$ cat config.mk
export PLATFORM = sky130hd
export DESIGN_NAME = rx_frame_admit
export DESIGN_NICKNAME = d
export VERILOG_FILES = /design/src/rtl/rx_frame_admit_pkg.sv /design/src/rtl/rx_frame_admit_cfg.sv /design/src/rtl/rx_frame_admit_fsm.sv /design/src/rtl/rx_frame_admit_track.sv /design/src/rtl/rx_frame_admit_stat.sv /design/src/rtl/rx_frame_admit.sv
export SDC_FILE = /design/constraint.sdc
export NUM_CORES = 1
export LEC_CHECK = 0
export ABC_CLOCK_PERIOD_IN_PS = 12600
export CAP_MARGIN = 20
export CORE_UTILIZATION = 30
export CTS_CLUSTER_SIZE = 12
export DETAILED_ROUTE_END_ITERATION = 8
export GPL_TIMING_DRIVEN = 0
export SETUP_SLACK_MARGIN = 0.15
export SYNTH_ARGS = -nofsm -noshare
export SYNTH_HDL_FRONTEND = slang
export SYNTH_HIERARCHICAL = 1
export SYNTH_SLANG_ARGS = --single-unit
$ cat constraint.sdc
create_clock -name clk_i -period 12.6 [get_ports clk_i]
set_input_delay 2.52 -clock clk_i [delete_from_list [all_inputs] [get_ports clk_i]]
set_output_delay 2.52 -clock clk_i [all_outputs]
set_load 0.005 [all_outputs]
$ cat src/rtl/rx_frame_admit_pkg.sv
`timescale 1ns/1ps
package rx_frame_admit_pkg;

  typedef enum logic [1:0] {
    ST_IDLE = 2'd0,
    ST_RECV = 2'd1,
    ST_SKIP = 2'd2
  } rx_state_e;

  typedef struct packed {
    logic soft_rst;
    logic strip_pad;
    logic jumbo;
    logic keep_drop;
    logic drop_err;
    logic rx_halt;
    logic rx_en;
  } rx_cfg_t;

  localparam int unsigned LEN_FIELD_W = 16;

endpackage

$ cat src/rtl/rx_frame_admit_cfg.sv
`timescale 1ns/1ps
module rx_frame_admit_cfg
  import rx_frame_admit_pkg::*;
(
  input  logic    clk_i,
  input  logic    rst_ni,
  input  logic    we_i,
  input  rx_cfg_t wdata_i,
  output rx_cfg_t cfg_o
);

  always_ff @(posedge clk_i or negedge rst_ni) begin
    if (!rst_ni) begin
      cfg_o <= '0;
    end else if (we_i) begin
      cfg_o <= wdata_i;
      // soft reset overrides enable/halt for as long as it is written set
      if (wdata_i.soft_rst) begin
        cfg_o.rx_en   <= 1'b0;
        cfg_o.rx_halt <= 1'b1;
      end
    end
  end

endmodule

$ cat src/rtl/rx_frame_admit_fsm.sv
`timescale 1ns/1ps
module rx_frame_admit_fsm
  import rx_frame_admit_pkg::*;
(
  input  logic clk_i,
  input  logic rst_ni,
  input  logic valid_i,
  input  logic sof_i,
  input  logic eof_i,
  input  logic en_i,
  input  logic halt_i,
  output logic take_o,
  output logic end_o,
  output logic abort_o
);

  rx_state_e state_q, state_d;

  always_comb begin
    state_d = state_q;
    take_o  = 1'b0;
    abort_o = 1'b0;
    unique case (state_q)
      ST_IDLE: begin
        if (valid_i && sof_i) begin
          if (en_i && !halt_i) begin
            take_o = 1'b1;
            if (!eof_i) state_d = ST_RECV;
          end else if (!eof_i) begin
            state_d = ST_SKIP;
          end
        end
      end
      ST_RECV: begin
        if (!en_i) begin
          abort_o = 1'b1;
          state_d = (valid_i && eof_i) ? ST_IDLE : ST_SKIP;
        end else if (valid_i) begin
          take_o = 1'b1;
          if (eof_i) state_d = ST_IDLE;
        end
      end
      ST_SKIP: begin
        if (valid_i && eof_i) state_d = ST_IDLE;
      end
      default: state_d = ST_IDLE;
    endcase
  end

  assign end_o = take_o & eof_i;

  always_ff @(posedge clk_i or negedge rst_ni) begin
    if (!rst_ni) state_q <= ST_IDLE;
    else         state_q <= state_d;
  end

endmodule

$ cat src/rtl/rx_frame_admit_track.sv
`timescale 1ns/1ps
module rx_frame_admit_track
  import rx_frame_admit_pkg::*;
#(
  parameter int unsigned CNT_W    = 16,
  parameter int unsigned MAX_LEN  = 1518,
  parameter int unsigned DROP_WIN = 256,
  parameter int unsigned MIN_LEN  = 64,
  parameter int unsigned HDR_LEN  = 14,
  parameter int unsigned PAD_MAX  = 46
) (
  input  logic             clk_i,
  input  logic             rst_ni,
  input  logic             take_i,
  input  logic             sof_i,
  input  logic [7:0]       data_i,
  input  logic             err_i,
  input  logic             strip_i,
  input  logic             drop_err_i,
  input  logic             jumbo_i,
  output logic             fwd_o,
  output logic [CNT_W-1:0] fwd_len_o,
  output logic             err_o,
  output logic             oversize_o,
  output logic             drop_o
);

  localparam logic [CNT_W-1:0]       ONE    = CNT_W'(1);
  localparam logic [CNT_W-1:0]       L_MAX  = CNT_W'(MAX_LEN);
  localparam logic [CNT_W-1:0]       L_WIN  = CNT_W'(DROP_WIN);
  localparam logic [CNT_W-1:0]       L_MIN  = CNT_W'(MIN_LEN);
  localparam logic [CNT_W-1:0]       L_HDR  = CNT_W'(HDR_LEN);
  localparam logic [CNT_W-1:0]       L_TYLO = CNT_W'(HDR_LEN - 1);
  localparam logic [CNT_W-1:0]       L_TYHI = CNT_W'(HDR_LEN - 2);
  localparam logic [LEN_FIELD_W-1:0] L_PAD  = LEN_FIELD_W'(PAD_MAX);

  logic [CNT_W-1:0]       cnt_q, fwd_q;
  logic                   err_q, early_q;
  logic [7:0]             len_hi_q;
  logic [LEN_FIELD_W-1:0] len_q;

  logic [CNT_W-1:0]       idx, tot, fwd_acc;
  logic [LEN_FIELD_W-1:0] len_cur;
  logic                   strip_beat, pad_frame, pad_err, err_acc, early_acc;

  assign idx = sof_i ? '0 : cnt_q;
  assign tot = (idx == '1) ? idx : idx + ONE;

  assign len_cur = (idx == L_TYLO) ? {len_hi_q, data_i} : len_q;

  // bytes past header + declared payload are padding or CRC
  assign strip_beat = strip_i && (idx >= L_HDR) && (len_q <= L_PAD) &&
                      ((idx - L_HDR) >= CNT_W'(len_q));

  assign fwd_o     = take_i && !strip_beat;
  assign fwd_acc   = (sof_i ? '0 : fwd_q) + (fwd_o ? ONE : '0);
  assign pad_frame = strip_i && (idx >= L_TYLO) && (len_cur <= L_PAD);
  assign pad_err   = pad_frame && (tot != L_MIN);
  assign err_acc   = (sof_i ? 1'b0 : err_q) | err_i;
  assign early_acc = (sof_i ? 1'b0 : early_q) | (err_i && (idx < L_WIN));

  assign fwd_len_o  = fwd_acc;
  assign err_o      = err_acc | pad_err;
  assign oversize_o = (tot > L_MAX) && !jumbo_i;
  assign drop_o     = drop_err_i && early_acc;

  always_ff @(posedge clk_i or negedge rst_ni) begin
    if (!rst_ni) begin
      cnt_q    <= '0;
      fwd_q    <= '0;
      err_q    <= 1'b0;
      early_q  <= 1'b0;
      len_hi_q <= '0;
      len_q    <= '0;
    end else if (take_i) begin
      cnt_q   <= tot;
      fwd_q   <= fwd_acc;
      err_q   <= err_acc;
      early_q <= early_acc;
      if (idx == L_TYHI) len_hi_q <= data_i;
      if (idx == L_TYLO) len_q    <= {len_hi_q, data_i};
    end
  end

endmodule

$ cat src/rtl/rx_frame_admit_stat.sv
`timescale 1ns/1ps
module rx_frame_admit_stat #(
  parameter int unsigned CNT_W = 16
) (
  input  logic             clk_i,
  input  logic             rst_ni,
  input  logic             fwd_i,
  input  logic [7:0]       data_i,
  input  logic             end_i,
  input  logic             abort_i,
  input  logic             drop_i,
  input  logic             keep_i,
  input  logic [CNT_W-1:0] len_i,
  input  logic             err_i,
  input  logic             oversize_i,
  output logic             out_valid_o,
  output logic [7:0]       out_data_o,
  output logic             done_o,
  output logic             discard_o,
  output logic             stat_valid_o,
  output logic [CNT_W-1:0] stat_len_o,
  output logic             stat_err_o,
  output logic             stat_oversize_o,
  output logic             stat_drop_o
);

  always_ff @(posedge clk_i or negedge rst_ni) begin
    if (!rst_ni) begin
      out_valid_o     <= 1'b0;
      out_data_o      <= '0;
      done_o          <= 1'b0;
      discard_o       <= 1'b0;
      stat_valid_o    <= 1'b0;
      stat_len_o      <= '0;
      stat_err_o      <= 1'b0;
      stat_oversize_o <= 1'b0;
      stat_drop_o     <= 1'b0;
    end else begin
      out_valid_o  <= fwd_i;
      if (fwd_i) out_data_o <= data_i;
      done_o       <= end_i | abort_i;
      discard_o    <= abort_i | (end_i & drop_i);
      stat_valid_o <= end_i & (!drop_i | keep_i);
      if (end_i) begin
        stat_len_o      <= drop_i ? '0 : len_i;
        stat_err_o      <= err_i;
        stat_oversize_o <= oversize_i;
        stat_drop_o     <= drop_i;
      end
    end
  end

endmodule

$ cat src/rtl/rx_frame_admit.sv
`timescale 1ns/1ps
module rx_frame_admit
  import rx_frame_admit_pkg::*;
#(
  parameter int unsigned CNT_W    = 16,
  parameter int unsigned MAX_LEN  = 1518,
  parameter int unsigned DROP_WIN = 256,
  parameter int unsigned MIN_LEN  = 64,
  parameter int unsigned HDR_LEN  = 14,
  parameter int unsigned PAD_MAX  = 46
) (
  input  logic             clk_i,
  input  logic             rst_ni,
  input  logic             cfg_we_i,
  input  logic             cfg_rx_en_i,
  input  logic             cfg_rx_halt_i,
  input  logic             cfg_drop_err_i,
  input  logic             cfg_keep_drop_i,
  input  logic             cfg_jumbo_i,
  input  logic             cfg_strip_pad_i,
  input  logic             cfg_soft_rst_i,
  output logic             rx_en_o,
  output logic             rx_halt_o,
  output logic             soft_rst_o,
  input  logic             in_valid_i,
  input  logic [7:0]       in_data_i,
  input  logic             in_sof_i,
  input  logic             in_eof_i,
  input  logic             in_err_i,
  output logic             out_valid_o,
  output logic [7:0]       out_data_o,
  output logic             fr_done_o,
  output logic             fr_discard_o,
  output logic             stat_valid_o,
  output logic [CNT_W-1:0] stat_len_o,
  output logic             stat_err_o,
  output logic             stat_oversize_o,
  output logic             stat_drop_o
);

  rx_cfg_t          cfg_wdata, cfg_q;
  logic             take, fr_end, abort;
  logic             fwd, err_any, oversize, drop;
  logic [CNT_W-1:0] fwd_len;

  assign cfg_wdata = '{soft_rst:  cfg_soft_rst_i,
                       strip_pad: cfg_strip_pad_i,
                       jumbo:     cfg_jumbo_i,
                       keep_drop: cfg_keep_drop_i,
                       drop_err:  cfg_drop_err_i,
                       rx_halt:   cfg_rx_halt_i,
                       rx_en:     cfg_rx_en_i};

  rx_frame_admit_cfg u_cfg (
    .clk_i   (clk_i),
    .rst_ni  (rst_ni),
    .we_i    (cfg_we_i),
    .wdata_i (cfg_wdata),
    .cfg_o   (cfg_q)
  );

  assign rx_en_o    = cfg_q.rx_en;
  assign rx_halt_o  = cfg_q.rx_halt;
  assign soft_rst_o = cfg_q.soft_rst;

  rx_frame_admit_fsm u_fsm (
    .clk_i   (clk_i),
    .rst_ni  (rst_ni),
    .valid_i (in_valid_i),
    .sof_i   (in_sof_i),
    .eof_i   (in_eof_i),
    .en_i    (cfg_q.rx_en),
    .halt_i  (cfg_q.rx_halt),
    .take_o  (take),
    .end_o   (fr_end),
    .abort_o (abort)
  );

  rx_frame_admit_track #(
    .CNT_W    (CNT_W),
    .MAX_LEN  (MAX_LEN),
    .DROP_WIN (DROP_WIN),
    .MIN_LEN  (MIN_LEN),
    .HDR_LEN  (HDR_LEN),
    .PAD_MAX  (PAD_MAX)
  ) u_track (
    .clk_i      (clk_i),
    .rst_ni     (rst_ni),
    .take_i     (take),
    .sof_i      (in_sof_i),
    .data_i     (in_data_i),
    .err_i      (in_err_i),
    .strip_i    (cfg_q.strip_pad),
    .drop_err_i (cfg_q.drop_err),
    .jumbo_i    (cfg_q.jumbo),
    .fwd_o      (fwd),
    .fwd_len_o  (fwd_len),
    .err_o      (err_any),
    .oversize_o (oversize),
    .drop_o     (drop)
  );

  rx_frame_admit_stat #(.CNT_W(CNT_W)) u_stat (
    .clk_i           (clk_i),
    .rst_ni          (rst_ni),
    .fwd_i           (fwd),
    .data_i          (in_data_i),
    .end_i           (fr_end),
    .abort_i         (abort),
    .drop_i          (drop),
    .keep_i          (cfg_q.keep_drop),
    .len_i           (fwd_len),
    .err_i           (err_any),
    .oversize_i      (oversize),
    .out_valid_o     (out_valid_o),
    .out_data_o      (out_data_o),
    .done_o          (fr_done_o),
    .discard_o       (fr_discard_o),
    .stat_valid_o    (stat_valid_o),
    .stat_len_o      (stat_len_o),
    .stat_err_o      (stat_err_o),
    .stat_oversize_o (stat_oversize_o),
    .stat_drop_o     (stat_drop_o)
  );

endmodule

==> impl_metrics.csv, run 1 <==
group,metric,value,unit
floorplan,io_pins,56,
timing,rsz0062_at_grt,"false",
drt,drt-pass1-iter-count,7,
pwr,p_int,566,uW
critical_path,crit_path_start_kind,"input port",
placed_design,post-dp-hpwl,10.8,mm
critical_path,reg2regPathDepth,20,
clock_tree,path_clk_slew,0.08,ns
pwr,combPwrFrac,18.4,%
yosys,synth-edff-count,0,
grt,grt_first_pass_wirelength,24.4,mm
drt,wl_per_cell,15.5,um
drt,drt_wl_total,14.7,mm
critical_path,crit_required,12.84,ns
timing,hold_violations,0,
timing,fmax,0.112,GHz
timing,finClkSkew,0.0132,ns
grt,grt_max_degree,53,
yosys,postSynthCellCount,615,
timing,slew_headroom,33.3,%
clock_tree,htreeDepth,3,
pwr,irDropWorstVdd,0.0928,mV
outcome,violations,"design-rule violations",
critical_path,path_buf_inv,3,
clock_tree,cts_setup_buffers,0,
critical_path,endpoint_kind,"flop",
clock_tree,root_buffer,"clkbuf_16",
yosys,synth_top_area_share,41.2,%
drt,drc,2,
placed_design,post_dp_cell_area,6840,um2
final_layout,syn_to_final_growth,19.8,%
timing,setup_viol,0,
floorplan,core_area,19500,um2
yosys,yosysTopAreaCell,"dfrtp_1",
pwr,power.clock.fraction,34.0,%
final_layout,drive_gt1_share,12.5,%
clock_tree,cts_buffers,9,
critical_path,reg2reg_setup_slack,6.77,ns
grt,first_global_vias,4620,
min_path,holdPathStages,2,
final_layout,n_antenna_cell,0,
timing,worst_slack,3.65,ns
final_layout,utilization,36.6,%
pwr,p_sw,209,uW
yosys,ys_seq_area_share,41.2,%
drt,vias_per_cell,5.01,
pwr,power.leakage,0.00308,uW
floorplan,fp.dieH,143,um
drt,vias,4767,
floorplan,start_util,30.6,%
pwr,power_density,109,nW/um2
pwr,power,775,uW
floorplan,dieArea,20400,um2
clock_tree,cts_resized,0,
final_layout,fin_nets,726,
placed_design,pre_cts_ws,3.32,ns
critical_path,cpPeakStageDelay,0.74,ns
flow_run,cap_violations,0,
critical_path,path_delay_family,"simple AND/OR/NAND/NOR gates",
drt,drt_iter0_markers,364,
placed_design,portBuffers,54,
yosys,ys_warn_count,6,
yosys,synth.net_count,660,
clock_tree,clk_latency,0.35,ns
placed_design,routabilityCongestion,0.837,
min_path,hold_class,"reg2reg",
grt,antenna_found_initial,0,
yosys,async_flop_share,100,%
yosys,ys_ff_latch,98,
critical_path,cpMostUsedCell,"ha_1",
yosys,yosysUniqueCellTypes,69,
clock_tree,ctsLongestPathBuffers,2,
timing,fin_crit_sh,71.0,%
final_layout,final_area,7120,um2
critical_path,crit_path_max_fanout,10,
critical_path,critical_path_arrival,9.18,ns
critical_path,path_cells,"clkdlybuf4s50_1 -> clkbuf_1 -> nand2b_1 -> inv_1 -> ha_1 -> and2_1 -> nor3_1 -> and3_1 -> o21ai_0 -> ha_1 -> a21o_1 -> a21o_1 -> a21oi_1 -> o21ai_0 -> a31oi_1 -> ha_1 -> ha_1 -> nand4b_1 -> nor4_1 -> nand3_1 -> xor2_1 -> nor2_1 -> mux2_2",
yosys,ys_top_cells_by_count,"98 x dfrtp_1, 43 x inv_1, 43 x nor2_1, 38 x nand2_1, 38 x o21ai_0",
yosys,syn-cell-area,5950,um2
floorplan,rows,51,
timing,fin_setup_tns,0,ns
drt,ant_nets,0,
critical_path,critical_path_class,"in2reg",
yosys,synth.most_common_cell,"dfrtp_1",
grt,grtUsageTotal,15.4,%
yosys,synthFlopType,"dfrtp_1",
clock_tree,cts_tree,"built",
yosys,synthTopCellsByArea,"dfrtp_1 41%, mux2_2 6.8%, ha_1 4.8%",
timing,tightest_slew,0.991,ns
critical_path,slowest_stage,"clkdlybuf4s50_1",
grt,overflow,0,
clock_tree,holdBufCountCts,0,
outcome,status,"complete, but fails checks",
timing,fin_crit,8.95,ns
yosys,avgSynthCellArea,9.67,um2
timing,maxSlewViolCount,0,
pwr,sw_frac_of_total,27.0,%
pwr,pwr-share-seq,47.6,%
clock_tree,cts_sinks,98,
critical_path,crit_cells,23,
floorplan,die_w,143,um
## tightest hold or removal path, delay by kind of cell, from the launching register on
kind	cells	cell delay, ns
AND/OR/NAND/NOR	1	0.04
AO/OA/AOI/OAI	1	0.06
flip-flops	1	0.34
## final cells by class
class	count	area, um2
inverters	45	169
repair buffers	55	566
clock inverters	5	37.5
plain buffers	37	204
well taps	265	332
clock buffers	11	243
flip-flops and latches	98	2450
multi-input cells	435	3120
fillers	1974	12300
## cell families (layout without fill, tap and decap cells)
family                     Yosys count  in the layout  synth area share (%)
DFF                                 98             98                  41.2
adders and majority gates           23             23                  4.84
buffers and inverters               82            153                  6.27
xor gates and xnor gates            20             20                  2.95
muxes                               59             59                  11.4
AOI/OAI and AO/OA                  132            132                  14.6
and+or+nand+nor                    201            201                  18.7
## per-layer routing
| layer | track usage [%] | vias to the layer above | wire, um |
|---|---|---|---|
| met1 | 21.9 | 2276 | 7230 |
| met3 | 3.02 | 23 | 705 |
| met5 | 0 | - | 0 |
| met4 | 5.94 | 0 | 351 |
| met2 | 22.8 | 125 | 6470 |
| li1 | - | 2343 | - |
## path summary, 6_finish.rpt
check	from	end
min	u_track/early_q$_DFFE_PN0P_	u_track/early_q$_DFFE_PN0P_
max in group asynchronous	rst_ni	u_track/cnt_q[1]$_DFFE_PN0P_
max	in_sof_i	u_track/fwd_q[14]$_DFFE_PN0P_
min in group asynchronous	rst_ni	u_stat/stat_len_o[14]$_DFFE_PN0P_
max reg2reg	u_track/cnt_q[5]$_DFFE_PN0P_	u_track/fwd_q[14]$_DFFE_PN0P_
min reg2reg	u_track/early_q$_DFFE_PN0P_	u_track/early_q$_DFFE_PN0P_
## state kept, by name, summed over array words and instances (netlist names), 2 cells and up
name and count:
u_fsm/state_q 2, u_track/fwd_q 16, u_cfg/cfg_o 7, u_stat/stat_len_o 16
u_stat/out_data_o 8, u_track/len_hi_q 8, u_track/len_q 16, u_track/cnt_q 16
## stage by stage
| stage | cells | hold slack, ns |
|---|---|---|
| floorplan | 615 | 0.449 |
| global placement | 934 | 0.476 |
| CTS | 951 | 0.495 |
| detailed placement | 935 | 0.479 |
| finish | 951 | 0.487 |
| global route | 951 | 0.504 |
## power by group through the flow
stage	combinational (uW)	sequential, uW	clock, uW
2_1_floorplan	66.2	373	0
3_3_place_gp	141	375	0
3_5_place_dp	144	375	0
4_1_cts	144	369	274
5_1_grt	158	374	285
6_report	142	369	264
## layout by cell type (no fill, tap or decap), drive strengths merged, types with 9 or more instances in the layout
cell and instances:
a21o 10, a21oi 28, buf 20, clkbuf 30
clkdlybuf4s50 53, dfrtp 98, ha 23, inv 46
mux2 52, nand2 39, nand2b 10, nand3 16
nand3b 22, nor2 43, nor4 13, o21ai 42
xnor2 9, xor2 11
No activity file was read; power rests on OpenSTA's default activity.
==> inputs of run 2 (changes only) <==
--- a/config.mk
+++ b/config.mk
@@ -5,7 +5,7 @@
 export SDC_FILE = /design/constraint.sdc
 export NUM_CORES = 1
 export LEC_CHECK = 0
-export ABC_CLOCK_PERIOD_IN_PS = 12600
+export ABC_CLOCK_PERIOD_IN_PS = 8150
 export CAP_MARGIN = 20
 export CORE_UTILIZATION = 30
 export CTS_CLUSTER_SIZE = 12
==> constraint.sdc (replaced) <==
create_clock -name clk_i -period 8.15 [get_ports clk_i]
set_input_delay 1.63 -clock clk_i [delete_from_list [all_inputs] [get_ports clk_i]]
set_output_delay 1.63 -clock clk_i [all_outputs]
set_load 0.005 [all_outputs]
==> impl_metrics.csv, run 2 (synthesis gave the netlist of run 1 again) <==
group,metric,value,unit
outcome,status,"complete, but fails checks",
outcome,violations,"design-rule violations",
final_layout,n_antenna_cell,0,
drt,drc,2,
clock_tree,path_clk_slew,0.08,ns
pwr,power.leakage,0.00309,uW
floorplan,start_util,30.6,%
min_path,hold_class,"reg2reg",
drt,met1Wirelength,7.30,mm
floorplan,core_area,19500,um2
timing,maxSlewViolCount,0,
placed_design,pre_cts_ws,-0.242,ns
grt,grt_max_degree,53,
flow_run,cap_violations,0,
timing,finClkSkew,0.0135,ns
drt,drt-pass1-iter-count,7,
grt,first_global_vias,4623,
critical_path,reg2regPathDepth,20,
timing,setup_viol,0,
clock_tree,cts_sinks,98,
drt,wl_met3,724,um
critical_path,critical_path_arrival,7.64,ns
pwr,pwr-share-seq,47.5,%
final_layout,fin_cells,951,
drt,vias_per_cell,5.04,
pwr,power,1200,uW
placed_design,post-dp-hpwl,10.8,mm
final_layout,final_cell_mix,"98 x dfrtp_1, 53 x clkdlybuf4s50_1, 43 x inv_1, 43 x nor2_1",
timing,hold_violations,0,
critical_path,crit_path_start_kind,"input port",
floorplan,io_pins,56,
timing,fmax,0.135,GHz
timing,fin_crit,7.40,ns
final_layout,drive_gt1_share,13.1,%
pwr,p_int,875,uW
grt,antenna_found_initial,0,
pwr,irDropWorstVdd,0.144,mV
clock_tree,htreeDepth,3,
grt,grtUsageTotal,15.4,%
floorplan,rows,51,
min_path,holdPathStages,2,
final_layout,layout_commonest_cell,"dfrtp_1",
clock_tree,ctsLongestPathBuffers,2,
placed_design,dp_cells,935,
pwr,power.clock.fraction,34.2,%
clock_tree,holdBufCountCts,0,
floorplan,dieArea,20400,um2
drt,wl_per_cell,15.6,um
timing,slew_headroom,33.4,%
pwr,p_sw,327,uW
drt,drt_iter0_markers,380,
pwr,combPwrFrac,18.4,%
pwr,sw_frac_of_total,27.2,%
critical_path,crit_path_max_fanout,10,
final_layout,fill_cells,1972,
critical_path,endpoint_kind,"flop",
drt,vias,4791,
pwr,power_density,168,nW/um2
timing,tightest_slew,0.990,ns
grt,overflow,0,
timing,rsz0062_at_grt,"false",
timing,worst_slack,0.749,ns
critical_path,crit_required,8.39,ns
timing,fin_crit_sh,90.8,%
placed_design,routabilityCongestion,0.837,
drt,dr_wl_met2,6.47,mm
clock_tree,cts_buffers,9,
clock_tree,root_buffer,"clkbuf_16",
final_layout,utilization,36.7,%
drt,top_layer_used,"met4",
floorplan,fp.dieH,143,um
grt,grt_first_pass_wirelength,24.4,mm
drt,drt_wl_total,14.9,mm
final_layout,fin_nets,726,
clock_tree,cts_tree,"built",
drt,ant_nets,0,
final_layout,syn_to_final_growth,20.1,%
placed_design,portBuffers,54,
floorplan,die_w,143,um
critical_path,critical_path_class,"in2reg",
clock_tree,clk_latency,0.35,ns
run 2: cell counts in the layout (fill, tap and decap cells not counted):
No cell type changed its count.
run 2: worst max-delay path: stages:
cell             delay (ns)
clkdlybuf4s50_1        0.75
clkbuf_2               0.38
nand2b_1               0.30
inv_1                  0.10
ha_1                   0.29
and2_1                 0.23
nor3_2                 0.34
and3_1                 0.20
o21ai_0                0.09
ha_1                   0.34
a21o_1                 0.18
a21o_1                 0.17
a21oi_1                0.23
o2111ai_1              0.17
a31oi_2                0.45
ha_1                   0.28
ha_1                   0.21
nand4b_1               0.28
nor4_2                 0.37
nand3_1                0.14
xor2_1                 0.15
nor2_1                 0.07
mux2_2                 0.29
run 2: power by group through the flow:
stage,logic [uW],clock network [uW],registers (uW)
after CTS,223,423,571
after global routing,245,440,579
final,221,411,571
after floorplan,102,0,576
after detailed placement,222,0,580
after global placement,218,0,580
run 2: stage by stage:
stage / TNS (ns) / area [um2] / hold slack [ns]
3_5_place_dp: -0.764 / 6840 / 0.479
5_1_grt: 0 / 7140 / 0.504
4_1_cts: 0 / 7130 / 0.495
2_1_floorplan: 0 / 5950 / 0.449
6_report: 0 / 7140 / 0.487
3_3_place_gp: -0.772 / 6820 / 0.476
run 2: area by class of cell:
class                   instances  area, um2  area share (%)
repair buffers                 55        566            7.92
plain buffers                  37        205            2.87
well taps                     265        332            4.64
clock buffers                  11        243            3.40
inverters                      45        169            2.36
multi-input cells             435       3140            43.9
flip-flops and latches         98       2450            34.3
clock inverters                 5       37.5           0.525
run 2: worst paths after layout:
path                                               from                                end  slack (ns)
setup reg to reg           u_track/cnt_q[5]$_DFFE_PN0P_      u_track/fwd_q[14]$_DFFE_PN0P_        2.76
hold reg to reg             u_track/early_q$_DFFE_PN0P_        u_track/early_q$_DFFE_PN0P_        0.49
max in group asynchronous                        rst_ni       u_track/cnt_q[1]$_DFFE_PN0P_        6.17
setup / recovery                               in_sof_i      u_track/fwd_q[14]$_DFFE_PN0P_        0.75
min in group asynchronous                        rst_ni  u_stat/stat_len_o[14]$_DFFE_PN0P_        1.29
hold / removal              u_track/early_q$_DFFE_PN0P_        u_track/early_q$_DFFE_PN0P_        0.49
run 2: what timing repair did:
action                     CTS  global route
resized for setup            1             4
setup buffers                0             0
setup endpoints to repair    3             9
gates cloned                 0             0
run 2: per-layer routing:
metal  vias up  track usage, %
met5         -               0
met4         0            5.94
met3        24            3.05
met2       117            22.8
met1      2308            21.9
li1       2342               -
